==> config.mk <==
export PLATFORM = sky130hd
export DESIGN_NAME = dntimer_chan
export DESIGN_NICKNAME = d
export VERILOG_FILES = /design/src/rtl/tmr_pkg.sv /design/src/rtl/tmr_regs.sv /design/src/rtl/tmr_counter.sv /design/src/rtl/tmr_irq.sv /design/src/rtl/dntimer_chan.sv
export SDC_FILE = /design/constraint.sdc
export NUM_CORES = 1
export LEC_CHECK = 0
export ABC_AREA = 1
export BUFFER_PORTS_ARGS = -buffer_cell sky130_fd_sc_hd__buf_2
export CELL_PAD_IN_SITES_DETAIL_PLACEMENT = 0
export CELL_PAD_IN_SITES_GLOBAL_PLACEMENT = 2
export CORE_AREA = 3 3 176 109
export CTS_CLUSTER_DIAMETER = 50
export DETAILED_ROUTE_END_ITERATION = 7
export DIE_AREA = 0 0 179 112
export PLACE_DENSITY = 0.73
export REMOVE_ABC_BUFFERS = 1
export SLEW_MARGIN = 5
export SYNTH_ARGS = -nofsm -noshare
export SYNTH_HDL_FRONTEND = slang
export SYNTH_SLANG_ARGS = --single-unit
==> constraint.sdc <==
create_clock -name clk -period 1.5 [get_ports clk]
set_input_delay 0.225 -clock clk [delete_from_list [all_inputs] [get_ports clk]]
set_output_delay 0.225 -clock clk [all_outputs]
set_load 0.01 [all_outputs]
==> src/rtl/tmr_pkg.sv <==
package tmr_pkg;
   localparam int REG_DW = 32;
   localparam int REG_AW = 4;
   // word index taken from address bits [3:2]
   localparam logic [1:0] WIDX_LOAD  = 2'd0;
   localparam logic [1:0] WIDX_VALUE = 2'd1;
   localparam logic [1:0] WIDX_CTRL  = 2'd2;
   localparam logic [1:0] WIDX_CLEAR = 2'd3;
   localparam int BIT_EN   = 7;
   localparam int BIT_PER  = 6;
   localparam int BIT_FAST = 3;

   typedef struct packed {
      logic en;
      logic periodic;
      logic fast;
   } tmr_ctrl_t;
endpackage

==> src/rtl/tmr_regs.sv <==
module tmr_regs
   import tmr_pkg::*;
#(
   parameter int CNT_W = 32
) (
   input  logic              clk,
   input  logic              rst_n,
   input  logic              we_i,
   input  logic [REG_AW-1:0] addr_i,
   input  logic [REG_DW-1:0] wdata_i,
   output tmr_ctrl_t         ctrl_o,
   output logic [CNT_W-1:0]  load_q_o,
   output logic [CNT_W-1:0]  load_data_o,
   output logic              load_wr_o,
   output logic              clr_wr_o
);
   logic [1:0] widx;
   logic       ctrl_wr;
   logic       unused_bits;

   assign widx        = addr_i[3:2];
   assign load_wr_o   = we_i && (widx == WIDX_LOAD);
   assign ctrl_wr     = we_i && (widx == WIDX_CTRL);
   assign clr_wr_o    = we_i && (widx == WIDX_CLEAR);
   assign load_data_o = wdata_i[CNT_W-1:0];
   assign unused_bits = ^{addr_i[1:0], wdata_i};

   always_ff @(posedge clk or negedge rst_n) begin
      if (!rst_n) begin
         ctrl_o   <= '0;
         load_q_o <= '0;
      end else begin
         if (ctrl_wr) begin
            ctrl_o.en       <= wdata_i[BIT_EN];
            ctrl_o.periodic <= wdata_i[BIT_PER];
            ctrl_o.fast     <= wdata_i[BIT_FAST];
         end
         if (load_wr_o) load_q_o <= wdata_i[CNT_W-1:0];
      end
   end

   AST_CTRL_CAPTURE: assert property (@(posedge clk) disable iff (!rst_n)
      ctrl_wr |=> (ctrl_o.en == $past(wdata_i[BIT_EN])));
endmodule

==> src/rtl/tmr_counter.sv <==
module tmr_counter
   import tmr_pkg::*;
#(
   parameter int CNT_W = 32
) (
   input  logic             clk,
   input  logic             rst_n,
   input  tmr_ctrl_t        ctrl_i,
   input  logic [CNT_W-1:0] load_q_i,
   input  logic [CNT_W-1:0] load_data_i,
   input  logic             load_wr_i,
   input  logic             tick_slow_i,
   input  logic             tick_fast_i,
   output logic [CNT_W-1:0] cnt_o,
   output logic             underflow_o
);
   logic tick_sel;
   logic step;

   assign tick_sel    = ctrl_i.fast ? tick_fast_i : tick_slow_i;
   assign step        = ctrl_i.en && tick_sel;
   assign underflow_o = step && (cnt_o == '0);

   always_ff @(posedge clk or negedge rst_n) begin
      if (!rst_n) begin
         cnt_o <= '0;
      end else if (step) begin
         if (cnt_o == '0) cnt_o <= ctrl_i.periodic ? load_q_i : '1;
         else             cnt_o <= cnt_o - 1'b1;
      end else if (load_wr_i && !ctrl_i.en) begin
         cnt_o <= load_data_i;
      end
   end

   AST_HOLD_OFF: assert property (@(posedge clk) disable iff (!rst_n)
      (!ctrl_i.en && !load_wr_i) |=> $stable(cnt_o));
   AST_COUNT_DOWN: assert property (@(posedge clk) disable iff (!rst_n)
      (step && cnt_o != '0) |=> (cnt_o == CNT_W'($past(cnt_o) - 1'b1)));
   AST_RELOAD: assert property (@(posedge clk) disable iff (!rst_n)
      (underflow_o && ctrl_i.periodic) |=> (cnt_o == $past(load_q_i)));
   AST_WRAP: assert property (@(posedge clk) disable iff (!rst_n)
      (underflow_o && !ctrl_i.periodic) |=> (&cnt_o));
   AST_LOAD_COPY: assert property (@(posedge clk) disable iff (!rst_n)
      (load_wr_i && !ctrl_i.en) |=> (cnt_o == $past(load_data_i)));
endmodule

==> src/rtl/tmr_irq.sv <==
module tmr_irq (
   input  logic clk,
   input  logic rst_n,
   input  logic set_i,
   input  logic clr_i,
   output logic irq_o
);
   always_ff @(posedge clk or negedge rst_n) begin
      if (!rst_n)     irq_o <= 1'b0;
      else if (set_i) irq_o <= 1'b1;
      else if (clr_i) irq_o <= 1'b0;
   end

   AST_IRQ_SET: assert property (@(posedge clk) disable iff (!rst_n)
      set_i |=> irq_o);
   AST_IRQ_CLEAR: assert property (@(posedge clk) disable iff (!rst_n)
      (clr_i && !set_i) |=> !irq_o);
   AST_IRQ_RACE: assert property (@(posedge clk) disable iff (!rst_n)
      (set_i && clr_i) |=> irq_o);
   AST_IRQ_LEVEL: assert property (@(posedge clk) disable iff (!rst_n)
      (!set_i && !clr_i) |=> $stable(irq_o));
endmodule

==> src/rtl/dntimer_chan.sv <==
module dntimer_chan
   import tmr_pkg::*;
#(
   parameter int CNT_W = 32
) (
   input  logic              clk,
   input  logic              rst_n,
   input  logic              tick_slow_i,
   input  logic              tick_fast_i,
   input  logic              reg_we_i,
   input  logic [3:0]        reg_addr_i,
   input  logic [31:0]       reg_wdata_i,
   output logic [31:0]       reg_rdata_o,
   output logic              irq_o
);
   localparam int PAD_W = REG_DW - CNT_W;

   generate
      if (!(CNT_W == 16 || CNT_W == 32)) begin : g_bad_width
         $error("dntimer_chan: CNT_W must be 16 or 32");
      end
   endgenerate

   tmr_ctrl_t        ctrl;
   logic [CNT_W-1:0] load_q;
   logic [CNT_W-1:0] load_data;
   logic             load_wr;
   logic             clr_wr;
   logic [CNT_W-1:0] cnt;
   logic             underflow;
   logic [31:0]      load_ext;
   logic [31:0]      cnt_ext;
   logic [31:0]      ctrl_ext;

   tmr_regs #(.CNT_W(CNT_W)) regs_i (
      .clk         (clk),
      .rst_n       (rst_n),
      .we_i        (reg_we_i),
      .addr_i      (reg_addr_i),
      .wdata_i     (reg_wdata_i),
      .ctrl_o      (ctrl),
      .load_q_o    (load_q),
      .load_data_o (load_data),
      .load_wr_o   (load_wr),
      .clr_wr_o    (clr_wr)
   );

   tmr_counter #(.CNT_W(CNT_W)) cnt_i (
      .clk         (clk),
      .rst_n       (rst_n),
      .ctrl_i      (ctrl),
      .load_q_i    (load_q),
      .load_data_i (load_data),
      .load_wr_i   (load_wr),
      .tick_slow_i (tick_slow_i),
      .tick_fast_i (tick_fast_i),
      .cnt_o       (cnt),
      .underflow_o (underflow)
   );

   tmr_irq irq_i (
      .clk   (clk),
      .rst_n (rst_n),
      .set_i (underflow),
      .clr_i (clr_wr),
      .irq_o (irq_o)
   );

   generate
      if (PAD_W > 0) begin : g_pad
         assign load_ext = {{PAD_W{1'b0}}, load_q};
         assign cnt_ext  = {{PAD_W{1'b0}}, cnt};
      end else begin : g_full
         assign load_ext = load_q;
         assign cnt_ext  = cnt;
      end
   endgenerate

   always_comb begin
      ctrl_ext           = '0;
      ctrl_ext[BIT_EN]   = ctrl.en;
      ctrl_ext[BIT_PER]  = ctrl.periodic;
      ctrl_ext[BIT_FAST] = ctrl.fast;
   end

   always_comb begin
      case (reg_addr_i[3:2])
         WIDX_LOAD:  reg_rdata_o = load_ext;
         WIDX_VALUE: reg_rdata_o = cnt_ext;
         WIDX_CTRL:  reg_rdata_o = ctrl_ext;
         default:    reg_rdata_o = '0;
      endcase
   end

   AST_CTRL_RSVD: assert property (@(posedge clk) disable iff (!rst_n)
      (reg_addr_i[3:2] == WIDX_CTRL) |-> ((reg_rdata_o & ~32'h0000_00C8) == 32'h0));
   AST_VALUE_RO: assert property (@(posedge clk) disable iff (!rst_n)
      (reg_we_i && reg_addr_i[3:2] == WIDX_VALUE && !ctrl.en) |=> $stable(cnt));
endmodule

==> impl_metrics.csv, run 1 <==
group,metric,value,unit
finish,final_area,7440,um2
die,row_count,38,
synthesis,netlist_area,4930,um2
finish,post-route-util,0.417,
pwr,ir_drop,586,uV
synthesis,ys_types,34,
clocking,clock_latency,0.34,ns
timing,maxSlewViolCount,0,
clocking,tritoncts,"yes",
synthesis,synthTopCellsByArea,"dfrtp_1 (35%), nand2_1 (16%), inv_1 (6.7%)",
setup_path,reg2regPathDepth,11,
synthesis,async_flop_share,1.00,
finish,multi_input_area,3240,um2
setup_path,critPathMaxFanout,5,
finish,area_delta_synth_final,51.0,%
placed_design,place.gp.congestion,0.881,
run_status,status,"finished, violations left",
die,io_pins,74,
global_route,grt_pass1_wl,31100,um
die,dieArea,20000,um2
die,die_x,179,um
setup_path,arrival,1.99,ns
setup_path,r2r_slack,-0.27,ns
placed_design,io_buffers,71,
clocking,clockRootBuffer,"clkbuf_16",
placed_design,dp_hpwl,14400,um
detailed_routing,num_vias,5607,
synthesis,synth_area_leader_cell,"dfrtp_1",
clocking,clk_pin_slew,0.06,ns
synthesis,postSynthCellCount,742,
placed_design,place_area,6370,um2
global_route,antenna_found_initial,0,
finish,register_area,1720,um2
die,placeableCoreArea,17800,um2
clocking,htree_levels,3,
die,die_h,112,um
global_route,grt_remaining_overflow,0,
detailed_routing,drt_wl_total,20600,um
finish,fillers,1866,
synthesis,synth-seq-cells,68,
global_route,grt_use_total,0.202,
finish,final_common_cell,"nand2_1",
synthesis,yosysWarnings,0,
setup_path,r2r-end,"cnt_i.cnt_o[23]$_DFFE_PN0P_",
finish,final_cell_mix,"nand2_1 (200), buf_4 (91), buf_2 (71)",
detailed_routing,wl_per_cell,17.5,um
timing,final-hold-violation-count,0,
timing,finalCriticalPeriod,1.77,ns
timing,timing.hold.ws,0.110,ns
setup_path,startpoint_type,"register",
die,start_util,0.276,
hold_path,min_path_type,"input pin to register",
run_status,failed_checks,"setup timing",
pwr,leakage,3.62,nW
setup_path,critical_path_class,"register to register",
finish,antenna_cells,0,
flow_run,drv_cap,0,
hold_path,hold_start,"reg_wdata_i[8]",
timing,fin_crit_sh,1.18,
synthesis,ys_seq_area_frac,0.345,
detailed_routing,drtIter0Drc,460,
synthesis,synth_flop_cell,"dfrtp_1",
clocking,cts_buffer_depth,2,
detailed_routing,dr.pass1.iters,5,
timing,fin_tns_setup,-6.45,ns
detailed_routing,drc,0,
clocking,cts.sinks,68,
timing,worst_pin_slew,0.437,ns
global_route,grt_pass1_vias,5472,
pwr,pwr_density_cell,1620,nW/um2
timing,finClkSkew,0.00604,ns
setup_path,rr_startpoint,"cnt_i.cnt_o[0]$_DFFE_PN0P_",
detailed_routing,drtAntennaViolNets,0,
timing,fmaxAchievable,565,MHz
synthesis,synth_edf_count,0,
synthesis,syn_avg_cell_area,6.64,um2
setup_path,critPathCaptureType,"register",
timing,setup_violations,35,
hold_path,holdPathStages,3,
placed_design,pre_cts_ws,-0.324,ns
finish,fin_nets,973,
clocking,cts_made_buffers,9,
synthesis,synth_top_cell_area_share,0.345,
timing,relSlewSlack,0.709,
timing,worst_slack,-0.269,ns
detailed_routing,vias_per_cell,4.78,
timing,rsz0062_at_grt,"yes",
hold_path,min_to,"regs_i.load_q_o[8]$_DFFE_PN0P_",
global_route,grt_max_degree,69,
finish,post_route_cells_drive_above_1_share,0.421,
setup_path,cp.required,1.72,ns
-- worst max path at each step --
stage / start / end
floorplan: reg_addr_i[2] / cnt_i.cnt_o[10]$_DFFE_PN0P_
global placement: cnt_i.cnt_o[5]$_DFFE_PN0P_ / cnt_i.cnt_o[10]$_DFFE_PN0P_
detailed placement: cnt_i.cnt_o[5]$_DFFE_PN0P_ / cnt_i.cnt_o[10]$_DFFE_PN0P_
CTS: cnt_i.cnt_o[0]$_DFFE_PN0P_ / cnt_i.cnt_o[28]$_DFFE_PN0P_
global route: cnt_i.cnt_o[0]$_DFFE_PN0P_ / cnt_i.cnt_o[22]$_DFFE_PN0P_
finish: cnt_i.cnt_o[0]$_DFFE_PN0P_ / cnt_i.cnt_o[23]$_DFFE_PN0P_
-- critical path: stages (launching register included) --
cell     delay [ns]
dfrtp_1        0.41
inv_4          0.12
ha_4           0.17
inv_2          0.04
nor2_1         0.08
nand4_1        0.13
nor2_4         0.21
nand3_4        0.16
nor2_4         0.15
nand2_1        0.06
nand3_1        0.06
nand2_1        0.06
-- report_power, final --
part,switching [mW],internal (mW)
Clock,0.842,1.14
Sequential,0.643,2.41
Combinational,3.86,3.18
-- kinds of logic after synthesis --
kind of cell    synth area share
compound gates             0.152
xor+xnor                  0.0160
fa+ha+maj                0.00508
buf+inv                    0.102
flops                      0.345
simple gates               0.380
-- per-layer routing --
metal	vias to the layer above	wire length (um)	track usage
met1	2673	10900	0.323
met3	18	1210	0.0358
met2	152	8290	0.282
li1	2764	-	-
met5	-	0	0
met4	0	176	0.0332
-- flip-flops by register name, indices dropped and copies added (netlist names) --
register	count
cnt_i.cnt_o	32
irq_i.irq_o	1
regs_i.ctrl_o	3
regs_i.load_q_o	32
-- final cells by class --
class	instances	share of cell area
Inverter	94	0.0513
Multi-Input combinational cell	557	0.435
Sequential cell	68	0.231
Tap cell	240	0.0404
Timing Repair Buffer	199	0.207
Clock inverter	3	0.00202
Timing Repair inverter	1	0.00118
Clock buffer	11	0.0326
-- synthesized netlist by cell type, types with 4 or more instances --
library cell / instances
a21oi_1: 22
a21oi_2: 6
buf_2: 9
clkbuf_1: 12
dfrtp_1: 68
inv_1: 88
inv_2: 5
nand2_1: 214
nand2_2: 6
nand2_4: 5
nand3_1: 64
nand4_1: 4
nor2_1: 87
nor2_2: 12
nor2_4: 10
o21ai_0: 63
o21ai_1: 11
o22ai_1: 22
xor2_1: 9
-- stage by stage --
| step | power, mW | cells |
|---|---|---|
| after floorplan | 5.74 | 716 |
| after global placement | 8.56 | 1139 |
| after detailed placement | 8.59 | 1139 |
| after CTS | 11.3 | 1164 |
| after global routing | 12.9 | 1173 |
| final | 12.1 | 1173 |
-- timing repair --
| item | 4_1_cts | 5_1_grt |
|---|---|---|
| hold endpoints to repair | 68 | 0 |
| pin swaps | 19 | 46 |
| setup buffers | 9 | 8 |
| endpoints found under the setup margin | 47 | 62 |
| gates cloned | 4 | 1 |
| hold buffers | 1 | 0 |
| gates resized for setup | 96 | 105 |
(Power assumes the default switching activity.)
==> run 2: changes to the inputs <==
--- a/config.mk
+++ b/config.mk
@@ -10,9 +10,9 @@
 export CELL_PAD_IN_SITES_DETAIL_PLACEMENT = 0
 export CELL_PAD_IN_SITES_GLOBAL_PLACEMENT = 2
-export CORE_AREA = 3 3 176 109
+export CORE_AREA = 2 2 164 102
 export CTS_CLUSTER_DIAMETER = 50
 export DETAILED_ROUTE_END_ITERATION = 7
-export DIE_AREA = 0 0 179 112
-export PLACE_DENSITY = 0.73
+export DIE_AREA = 0 0 166 104
+export PLACE_DENSITY = 0.78
 export REMOVE_ABC_BUFFERS = 1
 export SLEW_MARGIN = 5
==> constraint.sdc (replaced) <==
create_clock -name clk -period 2 [get_ports clk]
set_input_delay 0.6 -clock clk [delete_from_list [all_inputs] [get_ports clk]]
set_output_delay 0.6 -clock clk [all_outputs]
set_load 0.01 [all_outputs]
==> impl_metrics.csv, run 2 (same netlist as run 1, synthesis figures left out) <==
group,metric,value,unit
setup_path,startpoint_type,"input pin",
clocking,cts_made_buffers,9,
timing,relSlewSlack,0.758,
detailed_routing,drc,0,
die,placeableCoreArea,15800,um2
detailed_routing,drt_wl_total,17900,um
die,die_x,166,um
global_route,grt_max_degree,59,
pwr,clkPwrFrac,0.205,
clocking,htree_levels,3,
placed_design,dp_hpwl,13400,um
setup_path,path_cells,"buf_4 -> inv_6 -> nand2_4 -> buf_12 -> o221ai_1 -> buf_2",
detailed_routing,wl_per_cell,16.8,um
setup_path,cp.required,1.40,ns
pwr,combPwrFrac,0.486,
pwr,seq_power_share,0.308,
setup_path,arrival,1.38,ns
detailed_routing,drtAntennaViolNets,0,
die,io_pins,74,
die,start_util,0.312,
timing,setup_violations,0,
clocking,cts_buffer_depth,2,
global_route,grt_use_total,0.211,
clocking,tritoncts,"yes",
timing,worst_pin_slew,0.363,ns
global_route,antenna_found_initial,0,
finish,antenna_cells,0,
placed_design,io_buffers,71,
finish,post_route_cells_drive_above_1_share,0.254,
timing,finClkSkew,0.00666,ns
hold_path,min_path_type,"input pin to asynchronous set/reset pin",
detailed_routing,dr.pass1.iters,4,
pwr,total_power,7.32,mW
timing,final-hold-violation-count,0,
pwr,p_sw_frac,0.453,
finish,final_cell_mix,"nand2_1 (211), inv_1 (85), nor2_1 (85)",
finish,register_area,1710,um2
timing,fmaxAchievable,505,MHz
pwr,leakage,3.19,nW
clocking,clockRootBuffer,"clkbuf_16",
pwr,p_switching,3.31,mW
clocking,cts.sinks,68,
finish,multi_input_area,2870,um2
global_route,grt_pass1_vias,5058,
setup_path,crit_slowest_cell,"o221ai_1",
detailed_routing,num_vias,5215,
setup_path,crit_buf_inv,4,
die,die_h,104,um
finish,largestRegisters,"cnt_i.cnt_o (32), regs_i.load_q_o (32), regs_i.ctrl_o (3)",
global_route,grt_pass1_wl,28500,um
finish,fin_cells,1067,
die,dieArea,17300,um2
die,row_count,36,
pwr,ir_drop,401,uV
global_route,grt_remaining_overflow,0,
pwr,intPower,4.01,mW
setup_path,critPathCaptureType,"output port",
finish,area_delta_synth_final,28.8,%
placed_design,place.gp.congestion,0.918,
placed_design,dp.cells,1044,
setup_path,slowest_delay,0.18,ns
detailed_routing,drtIter0Drc,319,
finish,fin_nets,897,
flow_run,drv_cap,0,
timing,rsz0062_at_grt,"yes",
setup_path,critPathMaxFanout,17,
setup_path,critical_path_class,"input pin to output port",
timing,fin_crit_sh,0.990,
clocking,clock_latency,0.34,ns
finish,final_common_cell,"nand2_1",
timing,timing.hold.ws,0.139,ns
setup_path,crit_family,"buffers and inverters",
timing,maxSlewViolCount,0,
finish,fillers,1682,
detailed_routing,vias_per_cell,4.89,
run_status,status,"finished clean",
pwr,pwr_density_cell,1150,nW/um2
timing,finalCriticalPeriod,1.98,ns
clocking,clk_pin_slew,0.06,ns
==> run 2: cell types whose count changed in the layout (fill, tap and decap cells not counted), moves of 10 or more <==
cell | previous run | this run
buf_6 | 27 | 1
nor2_4 | 26 | 13
nor2_2 | 22 | 11
nor2_1 | 62 | 85
nand3_1 | 54 | 64
nand2_1 | 200 | 211
buf_4 | 91 | 48
inv_2 | 25 | 5
inv_1 | 60 | 85
o21ai_0 | 50 | 61
==> run 2: cell type report <==
class,instances,share of cell area
inverter,94,0.0577
sequential,68,0.269
clock inverter,2,0.00158
clock buffer,13,0.0410
multi-input combinational,555,0.453
tap,209,0.0412
timing repair buffer,126,0.137
==> run 2: final timing paths <==
kind,start,to,slack [ns],depth (start not counted)
setup / recovery,reg_addr_i[3],reg_rdata_o[6],0.02,6
hold / removal,rst_n,regs_i.load_q_o[10]$_DFFE_PN0P_,0.14,1
setup reg to reg,cnt_i.cnt_o[22]$_DFFE_PN0P_,cnt_i.cnt_o[10]$_DFFE_PN0P_,0.13,10
hold reg to reg,regs_i.load_q_o[21]$_DFFE_PN0P_,regs_i.load_q_o[21]$_DFFE_PN0P_,0.51,2
max in group asynchronous,rst_n,cnt_i.cnt_o[29]$_DFFE_PN0P_,1.20,2
min in group clk,reg_wdata_i[20],regs_i.load_q_o[20]$_DFFE_PN0P_,0.48,3
==> run 2: stage by stage <==
stage / setup TNS [ns] / setup slack [ns] / cell area (um2) / utilization
global placement: -1.24 / -0.0796 / 5830 / 0.369
detailed placement: -2.06 / -0.107 / 5830 / 0.369
floorplan: -24.92 / -0.933 / 4780 / -
finish: 0 / 0.0192 / 6350 / 0.402
global route: -0.0376 / -0.0139 / 6350 / 0.402
CTS: 0 / 0.00238 / 6150 / 0.389
==> run 2: layer usage <==
layer  share of wire  wire length [um]  global-route usage
met1            0.55              9820               0.328
met2            0.39              7020               0.297
met3           0.050               887              0.0422
met4          0.0091               162              0.0441
met5               0                 0                   0
==> run 2: worst reg2reg max path, delay by kind of cell, from the launching register on <==
family	cells	cell delay (ns)
simple gates	7	1.05
flops	1	0.40
buf+inv	2	0.15
compound gates	1	0.17
==> run 2: what timing repair did <==
item | 4_1_cts | 5_1_grt
gates cloned | 0 | 1
hold buffers | 0 | 0
pin swaps | 1 | 6
resized for setup | 12 | 34
setup buffers | 0 | 7
setup endpoints to repair | 31 | 48
==> run 2: power groups by stage <==
| stage | clock [mW] | sequential [mW] | combinational, mW |
|---|---|---|---|
| 2_1_floorplan | 0 | 2.19 | 2.12 |
| 3_3_place_gp | 0 | 2.25 | 3.38 |
| 3_5_place_dp | 0 | 2.26 | 3.39 |
| 4_1_cts | 1.55 | 2.24 | 3.43 |
| 5_1_grt | 1.59 | 2.31 | 4.01 |
| 6_report | 1.50 | 2.26 | 3.56 |
